<file path="src/rtl/hwalk_pkg.sv">
package hwalk_pkg;

  localparam int BIT_PRESENT = 0;
  localparam int BIT_ACCESS  = 5;
  localparam int BIT_DIRTY   = 6;
  localparam int BIT_SWITCH  = 9;

  typedef enum logic [1:0] {
    FSRC_NONE   = 2'd0,
    FSRC_SHADOW = 2'd1,
    FSRC_GUEST  = 2'd2,
    FSRC_NESTED = 2'd3
  } faultSrcE;

  typedef enum logic [1:0] {
    PH_SHADOW = 2'd0,
    PH_NEST   = 2'd1,
    PH_GUEST  = 2'd2
  } phaseE;

  typedef enum logic [2:0] {
    ST_IDLE, ST_RD_REQ, ST_RD_WAIT, ST_DECIDE, ST_WR_REQ, ST_WR_WAIT, ST_RESP
  } walkStateE;

  typedef struct packed {
    logic start;
    logic capture;
    logic advance;
    logic faultLatch;
  } walkCtlT;

  typedef struct packed {
    logic present;
    logic needWrite;
    logic endsNow;
  } walkStatT;

endpackage

</file>
<file path="src/rtl/walk_ctrl.sv">
module walk_ctrl
  import hwalk_pkg::*;
(
  input  logic     clk,
  input  logic     rstN,
  input  logic     reqValid,
  output logic     reqReady,
  input  walkStatT stat,
  input  logic     memReqReady,
  input  logic     memRspValid,
  output logic     memReqValid,
  output logic     memReqWrite,
  output walkCtlT  ctl,
  output logic     respValid
);

  walkStateE stQ, stNext;

  always_ff @(posedge clk) begin
    if (!rstN) stQ <= ST_IDLE;
    else       stQ <= stNext;
  end

  always_comb begin
    stNext      = stQ;
    ctl         = '0;
    memReqValid = 1'b0;
    memReqWrite = 1'b0;
    reqReady    = (stQ == ST_IDLE);
    respValid   = (stQ == ST_RESP);
    case (stQ)
      ST_IDLE: begin
        if (reqValid) begin
          ctl.start = 1'b1;
          stNext    = ST_RD_REQ;
        end
      end
      ST_RD_REQ: begin
        memReqValid = 1'b1;
        if (memReqReady) stNext = ST_RD_WAIT;
      end
      ST_RD_WAIT: begin
        if (memRspValid) begin
          ctl.capture = 1'b1;
          stNext      = ST_DECIDE;
        end
      end
      ST_DECIDE: begin
        if (!stat.present) begin
          ctl.faultLatch = 1'b1;
          stNext         = ST_RESP;
        end else if (stat.needWrite) begin
          stNext = ST_WR_REQ;
        end else begin
          ctl.advance = 1'b1;
          stNext      = stat.endsNow ? ST_RESP : ST_RD_REQ;
        end
      end
      ST_WR_REQ: begin
        memReqValid = 1'b1;
        memReqWrite = 1'b1;
        if (memReqReady) stNext = ST_WR_WAIT;
      end
      ST_WR_WAIT: begin
        if (memRspValid) begin
          ctl.advance = 1'b1;
          stNext      = stat.endsNow ? ST_RESP : ST_RD_REQ;
        end
      end
      ST_RESP: stNext = ST_IDLE;
      default: stNext = ST_IDLE;
    endcase
  end

  // a busy walker does not take a second request
  p_busy_after_accept_r2: assert property (@(posedge clk) disable iff (!rstN)
    reqValid && reqReady |=> !reqReady);

  // a stalled request keeps its valid and direction
  p_req_hold_r11: assert property (@(posedge clk) disable iff (!rstN)
    memReqValid && !memReqReady |=> memReqValid && $stable(memReqWrite));

  // result strobe is one cycle wide
  p_resp_pulse_r12: assert property (@(posedge clk) disable iff (!rstN)
    respValid |=> !respValid);

endmodule

</file>
<file path="src/rtl/walk_datapath.sv">
module walk_datapath
  import hwalk_pkg::*;
#(
  parameter int LEVELS     = 4,
  parameter int IDX_W      = 9,
  parameter int PAGE_SHIFT = 12,
  parameter int ENTRY_W    = 64,
  parameter int ADDR_W     = PAGE_SHIFT + LEVELS * IDX_W,
  parameter int CNT_W      = 5
) (
  input  logic                  clk,
  input  logic                  rstN,
  input  walkCtlT               ctl,
  output walkStatT              stat,
  input  logic [ADDR_W-1:0]     reqVa,
  input  logic                  reqWrite,
  input  logic [ADDR_W-PAGE_SHIFT-1:0] shadowRoot,
  input  logic [ADDR_W-PAGE_SHIFT-1:0] guestRoot,
  input  logic [ADDR_W-PAGE_SHIFT-1:0] nestedRoot,
  input  logic                  startNested,
  input  logic [ENTRY_W-1:0]    memRspRdata,
  output logic [ADDR_W-1:0]     rdAddr,
  output logic [ADDR_W-1:0]     wrAddr,
  output logic [ENTRY_W-1:0]    wrData,
  output logic [ADDR_W-1:0]     respPa,
  output logic                  respFault,
  output logic [1:0]            respFaultSrc,
  output logic [CNT_W-1:0]      respAccesses
);

  localparam int PG_W    = ADDR_W - PAGE_SHIFT;
  localparam int OFF_LOW = PAGE_SHIFT - IDX_W;
  localparam int LV_W    = (LEVELS > 1) ? $clog2(LEVELS) : 1;
  localparam int MAX_ACC = LEVELS * (LEVELS + 1) + LEVELS;
  localparam logic [LV_W-1:0] LAST_LV = LV_W'(LEVELS - 1);

  phaseE              phaseQ;
  logic [LV_W-1:0]    outLvlQ, nLvlQ;
  logic               nestFinalQ;
  logic [PG_W-1:0]    tblBaseQ, gpaPageQ, nestRootQ;
  logic [ADDR_W-1:0]  vaQ;
  logic               writeQ;
  logic [ENTRY_W-1:0] entryQ;
  logic [ADDR_W-1:0]  entryAddrQ;
  logic [CNT_W-1:0]   countQ;
  logic [ADDR_W-1:0]  resPaQ;
  logic               resFaultQ;
  faultSrcE           resSrcQ;

  logic [IDX_W-1:0] vaIdx  [LEVELS];
  logic [IDX_W-1:0] gpaIdx [LEVELS];

  // Index fields per level, top level first
  for (genvar gl = 0; gl < LEVELS; gl++) begin : g_idx
    assign vaIdx[gl]  = vaQ[ADDR_W-1-gl*IDX_W -: IDX_W];
    assign gpaIdx[gl] = gpaPageQ[PG_W-1-gl*IDX_W -: IDX_W];
  end

  logic [IDX_W-1:0]   selIdx;
  logic [PG_W-1:0]    entryPage;
  logic               lastOut, lastNest, dirtyElig, swBit;
  logic [ENTRY_W-1:0] updEntry;
  faultSrcE           curSrc;

  always_comb begin
    selIdx    = (phaseQ == PH_NEST) ? gpaIdx[nLvlQ] : vaIdx[outLvlQ];
    rdAddr    = {tblBaseQ, selIdx, {OFF_LOW{1'b0}}};
    entryPage = entryQ[ADDR_W-1:PAGE_SHIFT];
    swBit     = entryQ[BIT_SWITCH];
    lastOut   = (outLvlQ == LAST_LV);
    lastNest  = (nLvlQ == LAST_LV);
    dirtyElig = writeQ && (((phaseQ != PH_NEST) && lastOut) ||
                           ((phaseQ == PH_NEST) && nestFinalQ && lastNest));
    updEntry  = entryQ;
    updEntry[BIT_ACCESS] = 1'b1;
    if (dirtyElig) updEntry[BIT_DIRTY] = 1'b1;
    wrData    = updEntry;
    wrAddr    = entryAddrQ;

    stat.present   = entryQ[BIT_PRESENT];
    stat.needWrite = (updEntry != entryQ);
    case (phaseQ)
      PH_SHADOW: stat.endsNow = !swBit && lastOut;
      PH_NEST:   stat.endsNow = lastNest && nestFinalQ;
      default:   stat.endsNow = 1'b0;
    endcase
    case (phaseQ)
      PH_SHADOW: curSrc = FSRC_SHADOW;
      PH_GUEST:  curSrc = FSRC_GUEST;
      default:   curSrc = FSRC_NESTED;
    endcase
  end

  always_ff @(posedge clk) begin
    if (!rstN) begin
      phaseQ     <= PH_SHADOW;
      outLvlQ    <= '0;
      nLvlQ      <= '0;
      nestFinalQ <= 1'b0;
      tblBaseQ   <= '0;
      gpaPageQ   <= '0;
      nestRootQ  <= '0;
      vaQ        <= '0;
      writeQ     <= 1'b0;
      entryQ     <= '0;
      entryAddrQ <= '0;
      countQ     <= '0;
      resPaQ     <= '0;
      resFaultQ  <= 1'b0;
      resSrcQ    <= FSRC_NONE;
    end else begin
      if (ctl.start) begin
        vaQ        <= reqVa;
        writeQ     <= reqWrite;
        nestRootQ  <= nestedRoot;
        countQ     <= '0;
        outLvlQ    <= '0;
        nLvlQ      <= '0;
        nestFinalQ <= 1'b0;
        if (startNested) begin
          phaseQ   <= PH_NEST;
          gpaPageQ <= guestRoot;
          tblBaseQ <= nestedRoot;
        end else begin
          phaseQ   <= PH_SHADOW;
          tblBaseQ <= shadowRoot;
        end
      end
      if (ctl.capture) begin
        entryQ     <= memRspRdata;
        entryAddrQ <= rdAddr;
        countQ     <= countQ + 1'b1;
      end
      if (ctl.advance) begin
        case (phaseQ)
          PH_SHADOW: begin
            if (swBit) begin
              gpaPageQ <= entryPage;
              phaseQ   <= PH_NEST;
              tblBaseQ <= nestRootQ;
              nLvlQ    <= '0;
              if (lastOut) nestFinalQ <= 1'b1;
              else         outLvlQ    <= outLvlQ + 1'b1;
            end else if (!lastOut) begin
              tblBaseQ <= entryPage;
              outLvlQ  <= outLvlQ + 1'b1;
            end
          end
          PH_NEST: begin
            if (!lastNest) begin
              tblBaseQ <= entryPage;
              nLvlQ    <= nLvlQ + 1'b1;
            end else if (!nestFinalQ) begin
              phaseQ   <= PH_GUEST;
              tblBaseQ <= entryPage;
            end
          end
          PH_GUEST: begin
            gpaPageQ <= entryPage;
            phaseQ   <= PH_NEST;
            tblBaseQ <= nestRootQ;
            nLvlQ    <= '0;
            if (lastOut) nestFinalQ <= 1'b1;
            else         outLvlQ    <= outLvlQ + 1'b1;
          end
          default: ;
        endcase
        if (stat.endsNow) begin
          resPaQ    <= {entryPage, vaQ[PAGE_SHIFT-1:0]};
          resFaultQ <= 1'b0;
          resSrcQ   <= FSRC_NONE;
          countQ    <= countQ;
        end
      end
      if (ctl.faultLatch) begin
        resPaQ    <= '0;
        resFaultQ <= 1'b1;
        resSrcQ   <= curSrc;
      end
    end
  end

  assign respPa       = resPaQ;
  assign respFault    = resFaultQ;
  assign respFaultSrc = resSrcQ;
  assign respAccesses = countQ;

  // the read counter never exceeds a fully nested walk
  p_count_bound_r7: assert property (@(posedge clk) disable iff (!rstN)
    countQ <= CNT_W'(MAX_ACC));

  // a faulted result carries no address
  p_fault_no_pa_r8: assert property (@(posedge clk) disable iff (!rstN)
    respFault |-> respPa == '0);

endmodule

</file>
<file path="src/rtl/hybrid_walker.sv">
module hybrid_walker
  import hwalk_pkg::*;
#(
  parameter int LEVELS     = 4,
  parameter int IDX_W      = 9,
  parameter int PAGE_SHIFT = 12,
  parameter int ENTRY_W    = 64,
  localparam int ADDR_W    = PAGE_SHIFT + LEVELS * IDX_W,
  localparam int PG_W      = ADDR_W - PAGE_SHIFT,
  localparam int MAX_ACC   = LEVELS * (LEVELS + 1) + LEVELS,
  localparam int CNT_W     = $clog2(MAX_ACC + 1)
) (
  input  logic               clk,
  input  logic               rstN,
  input  logic               reqValid,
  output logic               reqReady,
  input  logic [ADDR_W-1:0]  reqVa,
  input  logic               reqWrite,
  input  logic [PG_W-1:0]    shadowRoot,
  input  logic [PG_W-1:0]    guestRoot,
  input  logic [PG_W-1:0]    nestedRoot,
  input  logic               startNested,
  output logic               respValid,
  output logic               respFault,
  output logic [1:0]         respFaultSrc,
  output logic [ADDR_W-1:0]  respPa,
  output logic [CNT_W-1:0]   respAccesses,
  output logic               memReqValid,
  input  logic               memReqReady,
  output logic               memReqWrite,
  output logic [ADDR_W-1:0]  memReqAddr,
  output logic [ENTRY_W-1:0] memReqWdata,
  input  logic               memRspValid,
  input  logic [ENTRY_W-1:0] memRspRdata
);

  walkCtlT            ctl;
  walkStatT           stat;
  logic [ADDR_W-1:0]  rdAddr, wrAddr;
  logic [ENTRY_W-1:0] wrData;

  walk_ctrl u_ctrl (
    .clk         (clk),
    .rstN        (rstN),
    .reqValid    (reqValid),
    .reqReady    (reqReady),
    .stat        (stat),
    .memReqReady (memReqReady),
    .memRspValid (memRspValid),
    .memReqValid (memReqValid),
    .memReqWrite (memReqWrite),
    .ctl         (ctl),
    .respValid   (respValid)
  );

  walk_datapath #(
    .LEVELS     (LEVELS),
    .IDX_W      (IDX_W),
    .PAGE_SHIFT (PAGE_SHIFT),
    .ENTRY_W    (ENTRY_W),
    .ADDR_W     (ADDR_W),
    .CNT_W      (CNT_W)
  ) u_dp (
    .clk          (clk),
    .rstN         (rstN),
    .ctl          (ctl),
    .stat         (stat),
    .reqVa        (reqVa),
    .reqWrite     (reqWrite),
    .shadowRoot   (shadowRoot),
    .guestRoot    (guestRoot),
    .nestedRoot   (nestedRoot),
    .startNested  (startNested),
    .memRspRdata  (memRspRdata),
    .rdAddr       (rdAddr),
    .wrAddr       (wrAddr),
    .wrData       (wrData),
    .respPa       (respPa),
    .respFault    (respFault),
    .respFaultSrc (respFaultSrc),
    .respAccesses (respAccesses)
  );

  assign memReqAddr  = memReqWrite ? wrAddr : rdAddr;
  assign memReqWdata = wrData;

  // address and data held while the request stalls
  p_addr_hold_r11: assert property (@(posedge clk) disable iff (!rstN)
    memReqValid && !memReqReady |=> $stable(memReqAddr) && $stable(memReqWdata));

  // successful walks cost a whole multiple of four reads
  p_count_shape_r5: assert property (@(posedge clk) disable iff (!rstN)
    respValid && !respFault |->
      (respAccesses[1:0] == 2'b00) && (respAccesses >= CNT_W'(LEVELS)) &&
      (respAccesses <= CNT_W'(MAX_ACC)));

endmodule

</file>
<file path="config.mk">
export PLATFORM = sky130hd
export DESIGN_NAME = hybrid_walker
export DESIGN_NICKNAME = d
export VERILOG_FILES = /design/src/rtl/hwalk_pkg.sv /design/src/rtl/walk_ctrl.sv /design/src/rtl/walk_datapath.sv /design/src/rtl/hybrid_walker.sv
export SDC_FILE = /design/constraint.sdc
export NUM_CORES = 1
export LEC_CHECK = 0
export CORE_MARGIN = 2
export CORE_UTILIZATION = 49
export DETAILED_ROUTE_END_ITERATION = 8
export GPL_TIMING_DRIVEN = 1
export PLACE_DENSITY = 0.82
export SLEW_MARGIN = 10
export SYNTH_ARGS = -nofsm -noshare
export SYNTH_HDL_FRONTEND = slang
export SYNTH_SLANG_ARGS = --single-unit
</file>
<file path="constraint.sdc">
create_clock -name clk -period 2.4 [get_ports clk]
set_clock_uncertainty 0.15 [all_clocks]
set_input_delay 0.24 -clock clk [delete_from_list [all_inputs] [get_ports clk]]
set_output_delay 0.24 -clock clk [all_outputs]
set_load 0.01 [all_outputs]
</file>
==> results of run 1 <==
==> metal layers <==
metal | GRT usage | up-vias | wire (µm) | part of all wire
met5 | 0 | - | 0 | 0
met4 | 0.113 | 0 | 1870 | 0.035
met3 | 0.0706 | 123 | 5430 | 0.10
met2 | 0.501 | 835 | 24700 | 0.46
met1 | 0.399 | 7129 | 21300 | 0.40
li1 | - | 7010 | - | -
==> state kept, by name (all words and copies together) (netlist names) <==
| signal | count |
|---|---|
| u_dp.phaseQ | 2 |
| u_dp.nLvlQ | 2 |
| u_ctrl.stQ | 3 |
| u_dp.respPa | 48 |
| u_dp.respAccesses | 5 |
| u_dp.entryQ | 64 |
| u_dp.gpaIdx | 36 |
| u_dp.tblBaseQ | 36 |
| u_dp.wrAddr | 45 |
| u_dp.respFault | 1 |
| u_dp.nestRootQ | 36 |
| u_dp.outLvlQ | 2 |
| u_dp.vaQ | 48 |
| u_dp.nestFinalQ | 1 |
| u_dp.respFaultSrc | 2 |
| u_dp.writeQ | 1 |
==> cell type report <==
cell class / count / area [µm²]
Inverter: 5 / 26.3
Tap cell: 402 / 503
Clock inverter: 9 / 105
Sequential cell: 332 / 6660
Antenna cell: 4 / 10.0
Multi-Input combinational cell: 1359 / 7810
Clock buffer: 50 / 1060
Fill cell: 2462 / 10400
Timing Repair Buffer: 478 / 4750
==> repair_timing <==
item / 4_1_cts / 5_1_grt
pin swaps: 8 / 3
hold endpoints to repair: 1 / 0
resized for setup: 104 / 79
cloned: 2 / 3
setup endpoints to repair: 47 / 147
setup buffers: 10 / 6
hold buffers: 1 / 0
==> worst max-delay path, stage by stage, from the launching register on <==
cell,delay [ps]
dfxtp_4,390
buf_12,130
mux4_2,560
mux2i_2,230
a21oi_1,100
buf_2,160
==> synth_stat cells (all sizes together) (3+ instances only) <==
library cell,instances
a211oi,7
a21boi,192
a21oi,97
and2,3
and3,4
buf,123
clkbuf,104
dfxtp,332
ha,3
inv,5
mux2i,46
mux4,18
nand2,672
nand2b,5
nand3,79
nor2,55
nor2b,3
o2111ai,37
o211a,45
o211ai,40
o21a,4
o21ai,10
xor2,3
==> where the power goes <==
group          leakage, nW  internal [mW]  switching, mW
registers             2.70           5.79          0.215
logic                 4.85          0.996           1.13
clock network        0.578           3.30           2.25
total                 8.13           10.1           3.59
==> cells by family (layout without fill, tap and decap cells) <==
group	after synthesis	in the layout	share of synthesized area
AO/OA/AOI/OAI	447	447	0.214
XOR/XNOR	4	4	0.00226
adder cells (fa/ha/maj)	3	3	0.00243
buffers and inverters	232	542	0.0785
flip-flops	332	332	0.430
multiplexers	65	65	0.0567
other	2	8	0.000485
AND/OR/NAND/NOR	836	836	0.216
==> final timing paths <==
path	start	to	slack [ps]
max	u_dp.nLvlQ[0]	memReqAddr[6]	-70
min	memRspRdata[56]	u_dp.entryQ[56]	130
max reg2reg	u_dp.nLvlQ[0]	u_dp.tblBaseQ[21]	60
min reg2reg	u_dp.vaQ[10]	u_dp.respPa[10]	300
==> flow_summary_export.csv, run 1 <==
group,metric,value,unit
run_status,outcome,"finished with violations",
run_status,violations,"setup timing",
yosys,synth_flop_cell,"dfxtp_1",
clock_network,cts_inserted_buffers,35,
route,vias,15100,
sta,finalSetupViolCount,7,
clock_network,clockBufferDepth,3,
yosys,synth_cells,1921,
global_routing,grt_antenna_before_repair,4,
place,dpl_cell_area,0.0195,mm²
worst_setup_path,cp_data_required_time,2010,ps
die,core-area,0.0313,mm²
worst_setup_path,path_max_fanout,6,
power_and_ir_drop,power_density,654,mW/mm²
layout,final_common_cell,"nand2_1",
yosys,synth_top_area_cell,"dfxtp_1",
layout,layout.nets,2441,
layout,instances_no_fill,2639,
sta,max_slew.worst_pin.slew,535,ps
sta,slew_violations,0,
yosys,yosysWarnings,0,
layout,final_cell_mix,"672 x nand2_1, 344 x clkdlybuf4s50_1, 327 x dfxtp_1",
die,rows,65,
die,die_w,182,µm
clock_network,cts.clk_slew.worst_paths,60,ps
route,via_per_inst,5.72,
clock_network,cts_num_sinks,332,
route,drtIter0Drc,1398,
place,place_inst,2554,
die,die_area,0.0330,mm²
yosys,synthDominantCellAreaShare,0.430,
sta,fin_crit,2470,ps
route,drc_errors,0,
place,dpl.hpwl,35500,µm
place,io_buffers,394,
sta,whs,134,ps
yosys,ys_types,60,
layout,post-route-util,0.668,
sta,fmax,0.404,GHz
die,ios,399,
sta,finalSetupTns,-351,ps
global_routing,grt_usage,0.307,
route,drtAntennaViolNets,0,
sta,worst_slack,-74.9,ps
sta,fin_crit_sh,1.03,
place,routabilityCongestion,0.933,
power_and_ir_drop,power_leakage,8.13,nW
layout,fin_area,0.0209,mm²
clock_network,root_buffer,"clkbuf_16",
worst_setup_path,r2r_cells,8,
die,dieHeight,182,µm
layout,syn_to_final_growth,35.2,%
yosys,yosysSeqAreaShare,0.430,
clock_network,cts_tree,"built",
global_routing,grt_max_degree,107,
route,drt_wl_total,53400,µm
sta,slew_headroom,0.643,
clock_network,htreeDepth,2,
worst_setup_path,crit_arrival,2080,ps
worst_setup_path,startpoint_type,"register",
yosys,synthArstFlopShare,0,
worst_setup_path,cp-end-kind,"output pin",
worst_hold_path,hold_path_depth,3,
place,pre_cts_ws,44.2,ps
global_routing,grt_pass1_vias,14300,
yosys,synth_edf_count,0,
yosys,synth_area_leaders,"dfxtp_1 43%, nand2_1 16%, a21boi_0 9.2%",
global_routing,grt_pass1_wl,80400,µm
global_routing,gr-total-overflow,0,
route,wire_per_inst,20.2,µm
layout,drive_gt1_frac,0.107,
sta,hold_violations,0,
power_and_ir_drop,vdd_ir_drop_max,0.000450,V
route,firstDrtPassIters,5,
yosys,avgSynthCellArea,8.05,µm²
yosys,synth_seq_cells,332,
sta,rsz0062_at_grt,"yes",
worst_hold_path,hold_path.class,"in -> reg",
clock_network,clock_latency,520,ps
yosys,syn_area,0.0155,mm²
run,max_cap_violations,0,
power_and_ir_drop,total_power,13.7,mW
die,initial_core_util,0.494,
worst_setup_path,path_class,"reg -> out",
Power figures use the tool's default switching activity.
==> inputs of run 2 (changes only) <==
--- a/config.mk
+++ b/config.mk
@@ -5,7 +5,7 @@
 export SDC_FILE = /design/constraint.sdc
 export NUM_CORES = 1
 export LEC_CHECK = 0
-export CORE_MARGIN = 2
+export CORE_MARGIN = 10
 export CORE_UTILIZATION = 49
 export DETAILED_ROUTE_END_ITERATION = 8
 export GPL_TIMING_DRIVEN = 1
==> run 2 against run 1 <==
  * The run still ends with setup timing left
  * Critical path type unchanged
  * Via count is 2.0% higher
  * Non-clock buffer count rose by 24
  * Largest power group unchanged
  * Maximum frequency is essentially flat
  * Worst hold slack lost 11 ps
  * Clock power is essentially flat
  * Flip-flop and latch count is the same
  * Combinational power increased by 3%
  * Largest cell class unchanged
  * Design area up 2.2%
  * Power up 0.47%
  * First-iteration DRC count is 4.4% lower
  * Count of clock-buffer cells in the layout is 2 higher
  * Core utilization rose by 1.3 points
==> flow_summary_export.csv, run 2 (same netlist as run 1, synthesis figures left out) <==
group,metric,value,unit
worst_hold_path,hold_path.class,"in -> reg",
layout,final_cell_mix,"670 x nand2_1, 344 x clkdlybuf4s50_1, 327 x dfxtp_1",
die,dieHeight,198,µm
clock_network,clock_latency,520,ps
layout,largest_reg_flops,64,
run_status,violations,"setup timing",
clock_network,cts.clk_slew.worst_paths,60,ps
layout,layout.nets,2467,
place,dpl_cell_area,0.0197,mm²
sta,whs,124,ps
sta,finalSetupTns,-238,ps
sta,fin_crit,2470,ps
layout,instances_no_fill,2671,
layout,seq_area,0.00666,mm²
clock_network,cts_num_sinks,332,
sta,worst_slack,-73.8,ps
route,via_per_inst,5.77,
power_and_ir_drop,power_density,643,mW/mm²
sta,max_slew.worst_pin.slew,531,ps
place,place_inst,2566,
sta,hold_violations,0,
die,ios,399,
worst_setup_path,path_cells,"buf_12 > mux4_2 > mux2i_2 > a21oi_1 > buf_2",
clock_network,clockBufferDepth,3,
global_routing,grt_pass1_wl,87100,µm
die,die_area,0.0391,mm²
place,routabilityCongestion,0.914,
layout,syn_to_final_growth,38.2,%
die,initial_core_util,0.493,
global_routing,grt_max_degree,109,
worst_setup_path,path_class,"reg -> out",
sta,fin_crit_sh,1.03,
route,vias,15400,
worst_setup_path,path_max_fanout,6,
layout,final_common_cell,"nand2_1",
worst_setup_path,crit_arrival,2080,ps
worst_setup_path,r2r_setup_slack,0,ps
place,io_buffers,394,
route,drtAntennaViolNets,0,
route,drt_wl_total,59100,µm
worst_setup_path,max_stage_delay,560,ps
layout,top_register,"u_dp.entryQ",
die,die_w,198,µm
global_routing,grt_antenna_before_repair,6,
worst_setup_path,startpoint_type,"register",
clock_network,root_buffer,"clkbuf_16",
global_routing,grt_usage,0.284,
run_status,outcome,"finished with violations",
layout,nFillCells,2407,
layout,drive_gt1_frac,0.125,
global_routing,gr-total-overflow,0,
layout,multi_input_area,0.00782,mm²
run,max_cap_violations,0,
clock_network,ctsHoldBuffers,0,
die,core-area,0.0314,mm²
sta,slew_headroom,0.646,
route,drc_errors,0,
clock_network,cts_inserted_buffers,37,
sta,finalSetupViolCount,7,
power_and_ir_drop,vdd_ir_drop_max,0.000484,V
worst_setup_path,cp-end-kind,"output pin",
route,wire_per_inst,22.1,µm
sta,slew_violations,0,
worst_setup_path,crit_slowest_cell,"mux4_2",
layout,fin_area,0.0214,mm²
die,rows,65,
global_routing,grt_pass1_vias,14800,
route,firstDrtPassIters,5,
clock_network,htreeDepth,2,
place,dpl.hpwl,39900,µm
clock_network,cts_tree,"built",
worst_setup_path,cp_data_required_time,2010,ps
sta,fmax,0.404,GHz
sta,rsz0062_at_grt,"yes",
route,drtIter0Drc,1336,
power_and_ir_drop,power_leakage,8.32,nW
[run 2: cell type report]
cell class,count,area share
multi-input combinational,1359,0.365
sequential,332,0.311
timing repair buffer,502,0.243
clock buffer,52,0.0503
tap,402,0.0235
clock inverter,12,0.00462
inverter,5,0.00123
antenna,7,0.000819
[run 2: power breakdown]
part           total, mW  switching [mW]  internal (mW)
logic               2.20            1.15           1.05
registers           6.02           0.226           5.79
clock network       5.52            2.29           3.23
total               13.7            3.66           10.1
[run 2: path summary, 6_finish.rpt]
path                            cells past startpoint     startpoint              to
worst max-delay path                                5  u_dp.nLvlQ[0]   memReqAddr[9]
worst min-delay path                                3      reqVa[36]    u_dp.vaQ[36]
worst max register to register                     13  u_dp.nLvlQ[0]  u_dp.wrAddr[9]
worst min register to register                      2    u_dp.vaQ[1]  u_dp.respPa[1]
[run 2: critical path: cells and delay by family (launching register included)]
kind,cells,cell delay (ps)
multiplexers,2,770
AO/OA/AOI/OAI,1,120
flip-flops,1,380
buffers and inverters,2,300
[run 2: metrics by stage]
step                utilization  total power [mW]  setup slack (ps)
floorplan                     -              7.18               300
global placement          0.627              8.24               122
detailed placement        0.627              8.29             -26.8
CTS                       0.679              13.8             -59.7
global route              0.681              14.2             -97.8
finish                    0.681              13.7             -73.8
[run 2: per-layer routing]
metal	routed length, µm	global-route usage
met5	17	0
met4	2420	0.120
met3	6580	0.0833
met2	27400	0.455
met1	22600	0.350
[run 2: timing repair]
item                                    in CTS  in global routing
cloned                                       9                  1
endpoints found under the setup margin      55                134
setup buffers                               19                  9
pin swaps                                    7                 14
gates resized for setup                    138                 78
